[src/rtl/blkcopy_pkg.sv]
package blkcopy_pkg;
  typedef enum logic [2:0] {
    ST_IDLE, ST_LSRC, ST_LLEN, ST_LDST, ST_RD, ST_WR
  } bc_state_e;

  typedef enum logic [2:0] {
    RC_HOLD, RC_SNAP, RC_LSRC, RC_LLEN, RC_LDST, RC_RESTORE, RC_STEP
  } bc_regcmd_e;
endpackage

[src/rtl/blkcopy_regs.sv]
module blkcopy_regs
  import blkcopy_pkg::*;
#(
  parameter int AW = 16,
  parameter int LW = 17
) (
  input  logic          clk,
  input  logic          rst_n,
  input  bc_regcmd_e    cmd,
  input  logic [AW-1:0] op_src,
  input  logic [LW-1:0] op_len,
  input  logic [AW-1:0] op_dst,
  output logic [AW-1:0] src,
  output logic [LW-1:0] len,
  output logic [AW-1:0] dst,
  output logic          len_zero,
  output logic          len_one
);
  localparam logic [LW-1:0] LenOne = LW'(1);

  logic [AW-1:0] keep_src, keep_dst;
  logic [LW-1:0] keep_len;

  // live working registers
  always_ff @(posedge clk or negedge rst_n) begin
    if (!rst_n) begin
      src <= '0;
      len <= '0;
      dst <= '0;
    end else begin
      unique case (cmd)
        RC_LSRC:    src <= op_src;
        RC_LLEN:    len <= op_len;
        RC_LDST:    dst <= op_dst;
        RC_RESTORE: begin
          src <= keep_src;
          len <= keep_len;
          dst <= keep_dst;
        end
        RC_STEP: begin
          src <= src + 1'b1;
          len <= len - 1'b1;
          dst <= dst + 1'b1;
        end
        default: ;
      endcase
    end
  end

  // copy of the registers taken at start, used to undo a partial load
  always_ff @(posedge clk or negedge rst_n) begin
    if (!rst_n) begin
      keep_src <= '0;
      keep_len <= '0;
      keep_dst <= '0;
    end else if (cmd == RC_SNAP) begin
      keep_src <= src;
      keep_len <= len;
      keep_dst <= dst;
    end
  end

  assign len_zero = (len == '0);
  assign len_one  = (len == LenOne);
endmodule

[src/rtl/blkcopy_ctrl.sv]
module blkcopy_ctrl
  import blkcopy_pkg::*;
(
  input  logic       clk,
  input  logic       rst_n,
  input  logic       start,
  input  logic       irq_req,
  input  logic       mem_ready,
  input  logic       len_zero,
  input  logic       len_one,
  output bc_state_e  state,
  output bc_regcmd_e cmd,
  output logic       capture,
  output logic       resume,
  output logic       done,
  output logic       irq_taken
);
  bc_state_e nxt;
  logic set_done, set_irq, set_res, clr_res;

  always_comb begin
    nxt      = state;
    cmd      = RC_HOLD;
    capture  = 1'b0;
    set_done = 1'b0;
    set_irq  = 1'b0;
    set_res  = 1'b0;
    clr_res  = 1'b0;
    unique case (state)
      ST_IDLE: begin
        if (start) begin
          if (resume) begin
            nxt = ST_RD;
          end else begin
            nxt = ST_LSRC;
            cmd = RC_SNAP;
          end
        end
      end
      ST_LSRC, ST_LLEN, ST_LDST: begin
        if (irq_req) begin
          cmd     = RC_RESTORE;
          set_irq = 1'b1;
          nxt     = ST_IDLE;
        end else if (state == ST_LSRC) begin
          cmd = RC_LSRC;
          nxt = ST_LLEN;
        end else if (state == ST_LLEN) begin
          cmd = RC_LLEN;
          nxt = ST_LDST;
        end else begin
          cmd = RC_LDST;
          if (len_zero) begin
            set_done = 1'b1;
            nxt      = ST_IDLE;
          end else begin
            nxt = ST_RD;
          end
        end
      end
      ST_RD: begin
        if (mem_ready) begin
          capture = 1'b1;
          nxt     = ST_WR;
        end
      end
      ST_WR: begin
        if (mem_ready) begin
          cmd = RC_STEP;
          if (len_one) begin
            set_done = 1'b1;
            clr_res  = 1'b1;
            nxt      = ST_IDLE;
          end else if (irq_req) begin
            set_res = 1'b1;
            set_irq = 1'b1;
            nxt     = ST_IDLE;
          end else begin
            nxt = ST_RD;
          end
        end
      end
      default: nxt = ST_IDLE;
    endcase
  end

  always_ff @(posedge clk or negedge rst_n) begin
    if (!rst_n) begin
      state     <= ST_IDLE;
      resume    <= 1'b0;
      done      <= 1'b0;
      irq_taken <= 1'b0;
    end else begin
      state     <= nxt;
      done      <= set_done;
      irq_taken <= set_irq;
      if (clr_res)      resume <= 1'b0;
      else if (set_res) resume <= 1'b1;
    end
  end
endmodule

[src/rtl/blkcopy_engine.sv]
module blkcopy_engine
  import blkcopy_pkg::*;
#(
  parameter int AW = 16,
  parameter int LW = 17
) (
  input  logic          clk,
  input  logic          rst_n,
  input  logic          start,
  input  logic [AW-1:0] op_src,
  input  logic [LW-1:0] op_len,
  input  logic [AW-1:0] op_dst,
  input  logic          irq_req,
  output logic          irq_taken,
  output logic          done,
  output logic          mem_valid,
  output logic          mem_write,
  output logic [AW-1:0] mem_addr,
  output logic [7:0]    mem_wdata,
  input  logic          mem_ready,
  input  logic [7:0]    mem_rdata,
  output logic [AW-1:0] cur_src,
  output logic [LW-1:0] cur_len,
  output logic [AW-1:0] cur_dst,
  output logic          resume
);
  bc_state_e  state;
  bc_regcmd_e cmd;
  logic       capture, len_zero, len_one;
  logic [7:0] byte_q;

  blkcopy_ctrl u_ctrl (
    .clk       (clk),
    .rst_n     (rst_n),
    .start     (start),
    .irq_req   (irq_req),
    .mem_ready (mem_ready),
    .len_zero  (len_zero),
    .len_one   (len_one),
    .state     (state),
    .cmd       (cmd),
    .capture   (capture),
    .resume    (resume),
    .done      (done),
    .irq_taken (irq_taken)
  );

  blkcopy_regs #(.AW(AW), .LW(LW)) u_regs (
    .clk      (clk),
    .rst_n    (rst_n),
    .cmd      (cmd),
    .op_src   (op_src),
    .op_len   (op_len),
    .op_dst   (op_dst),
    .src      (cur_src),
    .len      (cur_len),
    .dst      (cur_dst),
    .len_zero (len_zero),
    .len_one  (len_one)
  );

  // byte held between its read and its write
  always_ff @(posedge clk or negedge rst_n) begin
    if (!rst_n)       byte_q <= '0;
    else if (capture) byte_q <= mem_rdata;
  end

  assign mem_valid = (state == ST_RD) || (state == ST_WR);
  assign mem_write = (state == ST_WR);
  assign mem_addr  = (state == ST_WR) ? cur_dst : cur_src;
  assign mem_wdata = byte_q;
endmodule

[config.mk]
export PLATFORM = sky130hd
export DESIGN_NAME = blkcopy_engine
export DESIGN_NICKNAME = d
export VERILOG_FILES = /design/src/rtl/blkcopy_pkg.sv /design/src/rtl/blkcopy_regs.sv /design/src/rtl/blkcopy_ctrl.sv /design/src/rtl/blkcopy_engine.sv
export SDC_FILE = /design/constraint.sdc
export NUM_CORES = 1
export LEC_CHECK = 0
export BUFFER_PORTS_ARGS = -buffer_cell sky130_fd_sc_hd__buf_2
export CAP_MARGIN = 0
export CORE_MARGIN = 8
export CORE_UTILIZATION = 55
export CTS_CLUSTER_DIAMETER = 30
export DETAILED_ROUTE_END_ITERATION = 10
export PLACE_DENSITY = 0.91
export SYNTH_ARGS = -nofsm -noshare
export SYNTH_HDL_FRONTEND = slang
export SYNTH_SLANG_ARGS = --single-unit
[constraint.sdc]
create_clock -name clk -period 2.5 [get_ports clk]
set_input_delay 0.375 -clock clk [delete_from_list [all_inputs] [get_ports clk]]
set_output_delay 0.375 -clock clk [all_outputs]
set_load 0.01 [all_outputs]
==> summary by stage, run 1 <==
Layout
The share of final-layout standard cells stronger than drive strength 1 is 0.336. Compared with the post-synthesis result, the final layout area differs by 19.6%. The final cell utilization of the core is 0.674.

In the final design database the tool counted 827 nets.

Routing
The first routing iteration left 713 violations. The final routed wirelength across all metal layers is 18,700 um. The DRC violations left is 0. The detailed router put a total of 7530 um of wire on met1. The number of optimization iterations in the first detailed-route pass is 9.

Detailed routing inserted a total of 5,977 vias. Summed over all nets, wire length on met2 after detailed routing comes to 9030 um. After detailed routing, the average wire length per cell comes to 20.6 um.

The via count normalized by instance count is 6.59. In this run the top signal layer used is met4. The number of routed nets with antenna violations is 0. The met3 wire length is 1520 um.

Hold path
The worst hold path terminates at mem_wdata[3]. The worst hold path belongs to the class primary input to register. Counting instances, the worst hold path has a depth of 2. The startpoint of the lowest-slack hold path is mem_rdata[3].

Critical path
Along the worst path, the maximum fanout reaches 18. The startpoint identified for the worst register-to-register timing path is u_ctrl.state[0]. The capturing element type of the critical path is an output port. Counting cells, the worst reg-to-reg path comes to 6. STA puts the critical path data required time at 2.12 ns.

Data arrives at the worst endpoint at 2.03 ns. The endpoint identified for the worst register-to-register timing path is u_regs.len[10]. Setup slack on the worst reg-to-reg path comes out at 0.21 ns. The critical path launch point type is a register. The worst setup path is of the register to output port kind.

Timing
The count of pins over their slew limit came to 0. The number of hold-slack violations in the final timing report is 0. Dividing the final minimum period by the clock period gives 0.962.

The transition time at the pin with the least slew margin is 0.849 ns. Summed over all failing endpoints, the final setup total negative slack is 0 ns. Subtracting the final worst setup slack from the clock period gives 2.40 ns. The fmax is 416 MHz. The clock arrives with 0.0123 ns of skew. The total of endpoints with negative setup slack in the final report is 0. Measured against its own limit, the worst slew margin works out to 0.430. Setup repair after global routing left no endpoint under its margin.

Logic synthesis
The share of the yosys chip area belonging to registers is 0.457. The synthesized net count is 692. During synthesis, Yosys emitted a total of 0 warnings.

The count of unique library cells instantiated by Yosys is 62. The fraction of registers with async set or reset after synthesis is 1.00. In this run the mean area of a mapped cell was 9.82 um2. The number of cells produced by synthesis is 625. Synthesis inferred 112 register bits. In the synthesized netlist the dominant register cell turns out to be dfrtp_1. Yosys mapped a number of flops with a built-in enable equal to 0. The post-synth design cell area is 0.00614 mm2.

Power and ir drop
IR analysis of the VDD net gives a maximum drop of 0.000582 V. Of the total power, the share spent switching nets is 0.428. The analysis attributes to net switching a power of 4050 uW. The clock share of power is 0.135.

The internal power consumption is 5420 uW. For this design the static power due to leakage is 0.00338 uW. The sequential power share is 0.383. The fraction of power consumed by combinational cells is 0.482. The power per cell area is 1290 mW/mm2.

GRT
The first global-routing pass estimated 30,200 um of wire. The via count of the first global-routing pass is 5,962. The number of antenna violations at the first check in global routing is 2. The aggregate global-route resource usage is 0.251. The maximum number of pins on one net before global-route repair is 52. For this run the aggregate overflow at the end of global routing stands at 0.

Clock network
The clock-pin transition on the worst setup and hold timing paths is 0.10 ns. The number of buffers inserted during clock tree synthesis is 9. In this run the number of H-tree levels came out at 3. Counting every sink on the clock net gives 112. The buffer depth of the longest clock path is 2. The cell sitting at the root of the clock tree is a clkbuf_8. The clock reaches the later pin of the worst-skew pair after 0.37 ns. In this run the post-CTS setup repair buffer count came out at 0. TritonCTS built the clock tree.

Floorplan
For this configuration, the core starts out at a cell density of 0.564. The initialized floorplan defines 38 standard-cell rows. The chip width is 122 um. The area of the die is 0.0148 mm2.

The standard cell core area is 0.0109 mm2. The number of top-level pins is 140. The vertical extent of the die is 122 um.

Placed design
The congestion estimate from routability-driven global placement came to 0.876. The number of I/O port buffers is 139. The detailed placer's ending HPWL is 13,200 um.

Job
The max-capacitance violation count is 0.

Status
The run finished with clean final reports.
[state kept, by name, indices dropped and copies added, names as in the netlist]
name	flops
u_regs.keep_src	16
u_regs.keep_len	17
u_regs.dst	16
u_ctrl.resume	1
u_ctrl.state	3
u_ctrl.irq_taken	1
u_regs.len	17
mem_wdata	8
u_ctrl.done	1
u_regs.src	16
u_regs.keep_dst	16
[cell type report]
cell class,count,area (um2)
inverter,14,52.6
tap,140,175
fill,801,3550
clock buffer,11,131
antenna,2,5.00
timing repair buffer,163,931
multi-input combinational,460,3140
clock inverter,5,104
sequential,112,2800
[worst max-delay path, stage by stage, from the launching register on]
cell,delay [ns]
dfrtp_1,0.52
nor2b_2,0.24
nand2_1,0.08
buf_4,0.28
mux2_2,0.39
buf_2,0.14
[worst max path at each step]
stage                          startpoint  slack, ns              to
after floorplan             u_regs.len[0]       0.28  u_regs.len[14]
after global placement      u_regs.len[0]       0.27  u_regs.len[14]
after detailed placement    u_regs.len[0]       0.15  u_regs.len[14]
after CTS                 u_ctrl.state[2]       0.12    mem_addr[12]
after global routing      u_ctrl.state[2]       0.04  u_regs.len[10]
final                     u_ctrl.state[0]        0.1    mem_addr[12]
[metal layers]
| metal | global-route usage | vias to the layer above |
|---|---|---|
| li1 | - | 2637 |
| met4 | 0.120 | 0 |
| met2 | 0.404 | 383 |
| met3 | 0.0463 | 56 |
| met5 | 0 | - |
| met1 | 0.322 | 2901 |
[cells in the mapped netlist, types with 4 or more instances]
| library cell | number | area share |
|---|---|---|
| a21o_1 | 7 | 0.0086 |
| a21oi_1 | 41 | 0.033 |
| a221oi_1 | 9 | 0.013 |
| a222oi_1 | 6 | 0.0098 |
| a22oi_1 | 18 | 0.022 |
| a2bb2oi_1 | 7 | 0.010 |
| a31oi_1 | 8 | 0.0082 |
| and3_1 | 11 | 0.011 |
| buf_1 | 4 | 0.0024 |
| buf_2 | 6 | 0.0049 |
| clkbuf_1 | 29 | 0.018 |
| dfrtp_1 | 112 | 0.46 |
| ha_1 | 5 | 0.010 |
| inv_1 | 14 | 0.0086 |
| mux2_2 | 62 | 0.11 |
| nand2_1 | 39 | 0.024 |
| nand2b_1 | 5 | 0.0051 |
| nand3_1 | 12 | 0.0098 |
| nor2_1 | 54 | 0.033 |
| nor2b_1 | 6 | 0.0061 |
| nor3_1 | 13 | 0.011 |
| nor4_1 | 4 | 0.0041 |
| o21a_1 | 10 | 0.012 |
| o21ai_0 | 49 | 0.040 |
| o22a_1 | 4 | 0.0057 |
| o22ai_1 | 13 | 0.013 |
| o31ai_1 | 5 | 0.0061 |
| or4_1 | 4 | 0.0049 |
[repair_timing]
item,4_1_cts,5_1_grt
hold buffers,1,0
setup endpoints to repair,0,17
gates resized for setup,0,2
endpoints found under the hold margin,35,0
[stage by stage]
step	area, um2	total power, uW	hold WS, ns	setup WS, ns	cells
2_1_floorplan	6140	6310	0.0794	0.281	625
3_3_place_gp	7080	7870	0.371	0.274	888
3_5_place_dp	7080	8110	0.384	0.153	888
4_1_cts	7330	9400	0.226	0.118	905
5_1_grt	7340	10000	0.228	0.0381	907
6_report	7340	9470	0.236	0.0950	907
[cells in the final DEF, fill, tap and decap left out, types with 7 or more instances in the layout]
cell type  Yosys  routed
and3_1        11      11
o21ai_0       49      49
mux2_2        62      62
a22oi_1       18      18
nor3_1        13      12
a221oi_1       9       9
nand3_1       12      12
nand2_1       39      38
inv_1         14      14
a2bb2oi_1      7       7
clkbuf_8       0       9
dfrtp_1      112     112
nor2_1        54      54
buf_4          0      20
a31oi_1        8       8
a21oi_1       41      41
buf_2          6     138
a21o_1         7       7
o22ai_1       13      13
o21a_1        10      10
[logic make-up (layout without fill, tap and decap cells)]
| group | count (synthesis) | count (layout) | synth area share |
|---|---|---|---|
| other | 0 | 2 | 0 |
| multiplexers | 63 | 63 | 0.115 |
| adder cells (fa/ha/maj) | 5 | 5 | 0.0102 |
| buffers and inverters | 53 | 193 | 0.0336 |
| XOR/XNOR | 3 | 3 | 0.00428 |
| flip-flops | 112 | 112 | 0.457 |
| AND/OR/NAND/NOR | 178 | 178 | 0.148 |
| AO/OA/AOI/OAI | 211 | 211 | 0.232 |
[power groups by stage]
stage          clock (uW)  sequential, uW  combinational, uW
2_1_floorplan           0            3510               2800
3_3_place_gp            0            3540               4330
3_5_place_dp            0            3610               4500
4_1_cts              1280            3580               4540
5_1_grt              1350            3740               4950
6_report             1280            3620               4570
No activity file was read; power rests on OpenSTA's default activity.
==> inputs of run 2 (changes only) <==
--- a/config.mk
+++ b/config.mk
@@ -7,6 +7,7 @@
 export LEC_CHECK = 0
 export BUFFER_PORTS_ARGS = -buffer_cell sky130_fd_sc_hd__buf_2
 export CAP_MARGIN = 0
+export CORE_ASPECT_RATIO = 0.7
 export CORE_MARGIN = 8
 export CORE_UTILIZATION = 55
 export CTS_CLUSTER_DIAMETER = 30
==> run 2 against run 1 <==
  * Setup slack gained 0.015 ns
  * Sequential share of layout area decreased by 0.39 points
  * Clock skew decreased by 0.0063 ns
  * Clock power is 5% higher
  * Largest power group unchanged
==> summary by stage, run 2 (synthesized netlist as in run 1, its figures left out) <==
Floorplan
The die covers 0.0148 mm2. The die is 142 um wide. The number of core rows is 32. During I/O placement, the number of pins put on the boundary was 140.

The floorplan step defined a core boundary enclosing 0.0109 mm2. The starting density of the core is 0.561. The floorplan step set the die height to 104 um.

Clock network
The H-tree depth is 3. No sink is reached through more buffers than the 2 on the longest clock path. Clock tree synthesis inserted a total of 9 buffers. Clock-pin slew was measured on the worst setup and hold paths at 0.07 ns.

The number of buffers inserted by hold repair at cts is 0. The setup fix buffers added after clock tree synthesis is 0. The clock root buffer is clkbuf_16. Clock tree synthesis found a total of 112 sinks. Clock latency on the worst-skew pair, taken at its later pin, is 0.35 ns. The TritonCTS clock tree is built.

Timing
The worst pin sits at a relative slew slack of 0.451. Setup violations remaining at the end of the flow were counted as 0. The post-route clock period utilization is 0.956. The count of pins over their slew limit is 0.

The transition time at the pin with the least slew margin is 0.817 ns. Setup repair after global routing left no endpoint under its margin. The sum of negative setup slack is 0 ns.

The minimum period implied by the final worst setup slack is 2.39 ns. The number of hold-slack violations in the final timing report was 0. For this run, the top clock speed supported by timing is 418 MHz.

The worst clock skew is 0.00597 ns. The worst path meets setup with 0.110 ns of slack.

Critical path
The capturing element type of the critical path is an output port. The kind of critical path is register to output port. For the worst setup path, the data arrival time is 2.01 ns.

For the worst setup path, the data required time is 2.12 ns. The startpoint of the most critical register-to-register path is u_regs.len[0]. The endpoint identified for the worst register-to-register timing path is u_regs.len[14]. The number of cells on the worst reg-to-reg path is 7. The critical path launch point type is a register. The setup check on the worst reg-to-reg path leaves a slack of 0.16 ns.

Along the worst path, the maximum fanout reaches 25.

GRT
The aggregate global-route resource usage is 0.259. The fraction of met1 tracks used by global routing is 0.347. The most used routing layer is met2. For this run, global-route usage on met2 was measured as 0.405. The total overflow left after global routing is 0. The maximum number of pins on one net before global-route repair is 49. In the global route stage, met3 resource usage came out at 0.0582. The number of antenna violations at the first check in global routing was 0. The via count of the first global-routing pass is 5,884. The first global-routing pass estimated 30,900 um of wire.

Layout
The post-route non-filler standard cell count is 921. The commonest non-fill, non-tap cell in the layout is buf_2. At the end of the flow, the number of nets in the layout was 830. In the final layout, the registers with the most flip-flops are u_regs.keep_len (17), u_regs.len (17). Of the cells placed in the final design, the portion with a size suffix greater than 1 is 0.339.

In the layout the commonest cells are buf_2 (138), dfrtp_1 (112), mux2_2 (62). Compared with the post-synthesis result, the final layout area differs by 20.8%. The number of fillers in the final layout is 846.

Routing
The detailed router placed 5,977 vias in this run. The iteration-0 DRC count of the detailed router is 708. The pre-antenna-repair detailed-routing pass consisted of 5 iterations.

The detail route stage leaves a number of antenna-violating nets equal to 0. The routed design has 19,300 um of wire. After detailed routing, the number of vias per cell comes to 6.49. The detailed-route wire length per cell is 21.0 um. In the routed design, unresolved DRC markers number 0.

Hold path
The worst hold path belongs to the class primary input to async pin.

Job
Max-cap violations in this run came to 0.

Power and ir drop
The sequential power share is 0.372. Of the total power, the share spent switching nets is 0.429. For this design the ratio of total power to cell area is 1300 mW/mm2. Across the VDD grid, the largest voltage drop is 0.000613 V. For this design the total switching power over the nets is 4120 uW. The share of total power dissipated in combinational logic is 0.489.

The clock share of power is 0.139. Cell internal power was estimated by the tool at 5500 uW. The total power draw is 9620 uW.

In this run the static leakage power is 0.00342 uW.

Placed design
In this run the tool buffered the top-level ports with 139 buffer cells. The HPWL after detailed placement is 13,800 um. The placed instance count is 905. The setup slack after placement is 0.0490 ns.

The global placer's final weighted congestion is 0.910.

Status
The run finished with clean final reports.
## run 2: cell types whose count changed in the layout (fill, tap and decap cells not counted), sizes merged
cell         previous run  this run
clkinv                  1         3
bufinv                  3         0
clkbuf                 11        12
buf                   162       166
diode                   2         1
dlygate4sd3             1         0
inv                    15        14
## run 2: per-layer routing
layer | routed length [um] | share of wire
met4 | 324 | 0.017
met2 | 8980 | 0.46
met5 | 0 | 0
met1 | 8030 | 0.42
met3 | 1980 | 0.10
## run 2: layout make-up
| cell class | instances | area [um2] | share of cell area |
|---|---|---|---|
| diodes | 1 | 2.50 | 0.000337 |
| clock buffers | 12 | 246 | 0.0332 |
| clock inverters | 3 | 18.8 | 0.00253 |
| inverters | 14 | 52.6 | 0.00709 |
| multi-input cells | 460 | 3140 | 0.423 |
| flip-flops and latches | 112 | 2800 | 0.378 |
| well taps | 153 | 191 | 0.0258 |
| repair buffers | 166 | 963 | 0.130 |
## run 2: power groups by stage
stage	logic [uW]	registers (uW)	clock network, uW
2_1_floorplan	2800	3510	0
3_3_place_gp	4460	3470	0
3_5_place_dp	4640	3560	0
4_1_cts	4660	3530	1360
5_1_grt	5100	3670	1430
6_report	4710	3580	1340
## run 2: worst max-delay path by stage
stage / startpoint / end / slack (ns) / cells after the start
6_report: u_ctrl.state[0] / mem_addr[6] / 0.11 / 6
5_1_grt: u_ctrl.state[0] / mem_addr[2] / 0.02 / 6
4_1_cts: u_regs.len[0] / u_regs.len[14] / 0.03 / 7
3_5_place_dp: u_regs.len[0] / u_regs.len[14] / 0.05 / 7
3_3_place_gp: u_regs.len[0] / u_regs.len[14] / 0.25 / 7
2_1_floorplan: u_regs.len[0] / u_regs.len[14] / 0.28 / 8
## run 2: worst max-delay path: stages (launching register included)
cell,delay [ns]
dfrtp_1,0.37
buf_4,0.21
nor2b_2,0.20
nand2_1,0.07
buf_4,0.28
mux2_2,0.38
buf_2,0.14
## run 2: timing repair
item,in CTS,in global routing
endpoints found under the hold margin,0,0
endpoints found under the setup margin,0,17
gates resized for setup,0,2
## run 2: metrics by stage
stage / instance area (um2) / utilization / hold WS [ns]
after detailed placement: 7140 / 0.653 / 0.446
after floorplan: 6140 / - / 0.0794
final: 7410 / 0.678 / 0.0520
after global routing: 7410 / 0.678 / 0.105
after global placement: 7140 / 0.653 / 0.431
after CTS: 7400 / 0.677 / 0.0723
==> inputs of run 3 (changes only) <==
--- a/config.mk
+++ b/config.mk
@@ -9,10 +9,10 @@
 export CAP_MARGIN = 0
 export CORE_ASPECT_RATIO = 0.7
 export CORE_MARGIN = 8
-export CORE_UTILIZATION = 55
+export CORE_UTILIZATION = 59
 export CTS_CLUSTER_DIAMETER = 30
 export DETAILED_ROUTE_END_ITERATION = 10
-export PLACE_DENSITY = 0.91
+export PLACE_DENSITY = 0.95
 export SYNTH_ARGS = -nofsm -noshare
 export SYNTH_HDL_FRONTEND = slang
 export SYNTH_SLANG_ARGS = --single-unit
==> constraint.sdc (replaced) <==
create_clock -name clk -period 3.01 [get_ports clk]
set_input_delay 0.4515 -clock clk [delete_from_list [all_inputs] [get_ports clk]]
set_output_delay 0.4515 -clock clk [all_outputs]
set_load 0.01 [all_outputs]
==> run 3 against run 2 <==
  * Clock-buffer cell count is 1 lower
  * Largest cell class unchanged
  * Combinational power is 21% lower
  * Die area down 5.9%
==> summary by stage, run 3 (synthesized netlist as in run 1, its figures left out) <==
GRT
The sum of overflow across all layers after global routing is 0. The via count of the first global-routing pass is 6,045. The global-route wire length before repair is 30,500 um.

The number of antenna violations at the first check in global routing was 0. The maximum number of pins on one net before global-route repair is 64. The aggregate global-route resource usage is 0.276.

Critical path
The data required time at the worst endpoint is 2.56 ns. The slowest stage of the critical path is the dfrtp_1 cell. Of all nets on the critical path, the largest fanout is 19. The biggest cell delay along the critical path is 0.69 ns. Traced cell by cell, the critical path runs through nor2b_1 > nand2_2 > mux2_2 > buf_2.

The worst setup path is launched from a register. The worst setup path is of the register to output port kind. Data on the critical path arrives at its endpoint at 2.24 ns. The setup check on the worst reg-to-reg path leaves a slack of 0.40 ns. The capturing element type of the critical path is an output port.

Floorplan
The starting density of the core is 0.599. The number of top-level pins is 140. The core region is 0.0102 mm2. Row generation in the floorplan step produced 31 rows. The vertical extent of the die is 101 um.

The area of the die is 0.0140 mm2. Measured along the x axis, the die boundary spans 138 um.

Routing
The iteration-0 DRC count of the detailed router is 818. Wire segments on met3 add up to 2110 um in the final route. After detailed routing, no signal wire sits above met4. The total number of vias is 5,958. The final routed wirelength across all metal layers is 19,200 um. Summed over all nets, wire length on met2 after detailed routing comes to 8750 um.

The sum of routed wire segments on met1 is 7820 um. In the final routed layout, each cell accounts on average for 21.6 um. The number of optimization iterations in the first detailed-route pass is 7. The number of routed nets with antenna violations is 0. In the routed layout, each cell is associated on average with a via count of 6.71. The DRC violations left is 0.

Timing
The worst path in the final design needs a cycle of 2.69 ns, including I/O delays and setup. The count of pins over their slew limit is 0. For the final database, setup skew stands at 0.00979 ns. Setup repair after global routing left no endpoint under its margin. The number of hold-slack violations in the final timing report is 0. The final hold slack is 0.196 ns. The sum of negative setup slack is 0 ns.

The worst pin sits at a relative slew slack of 0.447. The transition time at the pin with the least slew margin is 0.830 ns. The post-route clock period utilization is 0.894.

The fmax is 371 MHz. Setup violations remaining at the end of the flow were counted as 0.

Layout
Of the cells placed in the final design, the portion with a size suffix greater than 1 is 0.331. The number of antenna diodes in the final layout is 0. From synthesis to final layout, the design area changed by 19.5%. The largest registers in the layout are u_regs.keep_len (17), u_regs.len (17).

The library cell used most frequently in the layout, excluding fill and tap cells, is buf_2. The number of nets in the layout is 820. Leaving out fill and tap cells, the most frequent cells in the layout are buf_2 (138), dfrtp_1 (112), mux2_2 (62).

Status
The flow ran to the end, and the final reports show no timing, DRC or antenna violations.

Clock network
TritonCTS created 9 clock buffers. TritonCTS built the clock tree. The number of sinks handled by clock tree synthesis is 112.

The clock-pin transition on the worst setup and hold timing paths is 0.07 ns. No sink is reached through more buffers than the 2 on the longest clock path. The insertion delay of the later-clocked pin in the worst-skew pair is 0.36 ns. The number of buffers inserted by hold repair at cts is 0.

The H-tree depth is 3. The clock root buffer is clkbuf_16.

Power and ir drop
Summed over all cells, the static leakage comes to 0.00338 uW. For this design the ratio of total power to cell area is 1110 mW/mm2. The worst-case IR drop observed on VDD is 0.000586 V.

Placed design
Port buffering added 139 buffers. The global placer's final weighted congestion is 0.891. The detailed placer's ending HPWL is 13,300 um.

Hold path
The path class of the tightest hold or removal check is primary input to async pin.

Job
Max-cap violations in this run came to 0.
==> run 3: changes by cell type in the layout (fill, tap and decap cells not counted) <==
cell / change
buf_4: -6
buf_12: -4
bufinv_16: +3
clkbuf_1: -2
clkinv_2: -2
clkbuf_8: +1
clkinv_4: -1
diode_2: -1
nand2_1: -1
nand2_2: +1
nor2b_1: +1
nor2b_2: -1
nor3_1: +1
nor3_2: -1
==> run 3: timing repair <==
action                     in CTS  in global routing
hold endpoints to repair        0                  0
gates resized for setup         0                  1
buffers inserted                0                  0
setup endpoints to repair       0                 16
==> run 3: final timing paths <==
path                               startpoint             end  depth (start not counted)
min in group clk                 mem_rdata[1]    mem_wdata[1]                          2
setup / recovery              u_ctrl.state[1]     mem_addr[4]                          4
max in group asynchronous               rst_n   u_regs.src[1]                          2
setup reg to reg              u_ctrl.state[1]  u_regs.dst[11]                          5
hold / removal                          rst_n  u_regs.src[15]                          1
hold reg to reg            u_regs.keep_src[0]   u_regs.src[0]                          1
==> run 3: final cells by class <==
cell class,count,area [um2]
Clock buffer,11,253
Clock inverter,3,90.1
Fill cell,718,2910
Inverter,14,52.6
Multi-Input combinational cell,460,3130
Sequential cell,112,2800
Tap cell,132,165
Timing Repair Buffer,156,838
==> run 3: metal layers <==
layer	up-vias	track usage
met4	0	0.116
met5	-	0
li1	2602	-
met3	56	0.0719
met2	406	0.416
met1	2894	0.371
==> run 3: through the flow <==
step | setup slack [ns] | utilization | total power [uW] | std cells | cell area, um2
finish | 0.318 | 0.716 | 8170 | 888 | 7330
global route | 0.210 | 0.716 | 8640 | 888 | 7330
CTS | 0.148 | 0.716 | 8100 | 888 | 7330
detailed placement | 0.507 | 0.682 | 6690 | 874 | 6990
global placement | 0.603 | 0.682 | 6430 | 874 | 6990
floorplan | 0.791 | - | 5240 | 625 | 6140
==> run 3: critical path: cells and delay by family, from the launching register on <==
kind	cells	cell delay, ns
DFF	1	0.69
muxes	1	0.40
and+or+nand+nor	2	0.63
buffers and inverters	1	0.15
==> run 3: power breakdown <==
group | internal [uW] | switching, uW
Combinational | 1680 | 2060
Sequential | 2210 | 834
Clock | 850 | 532
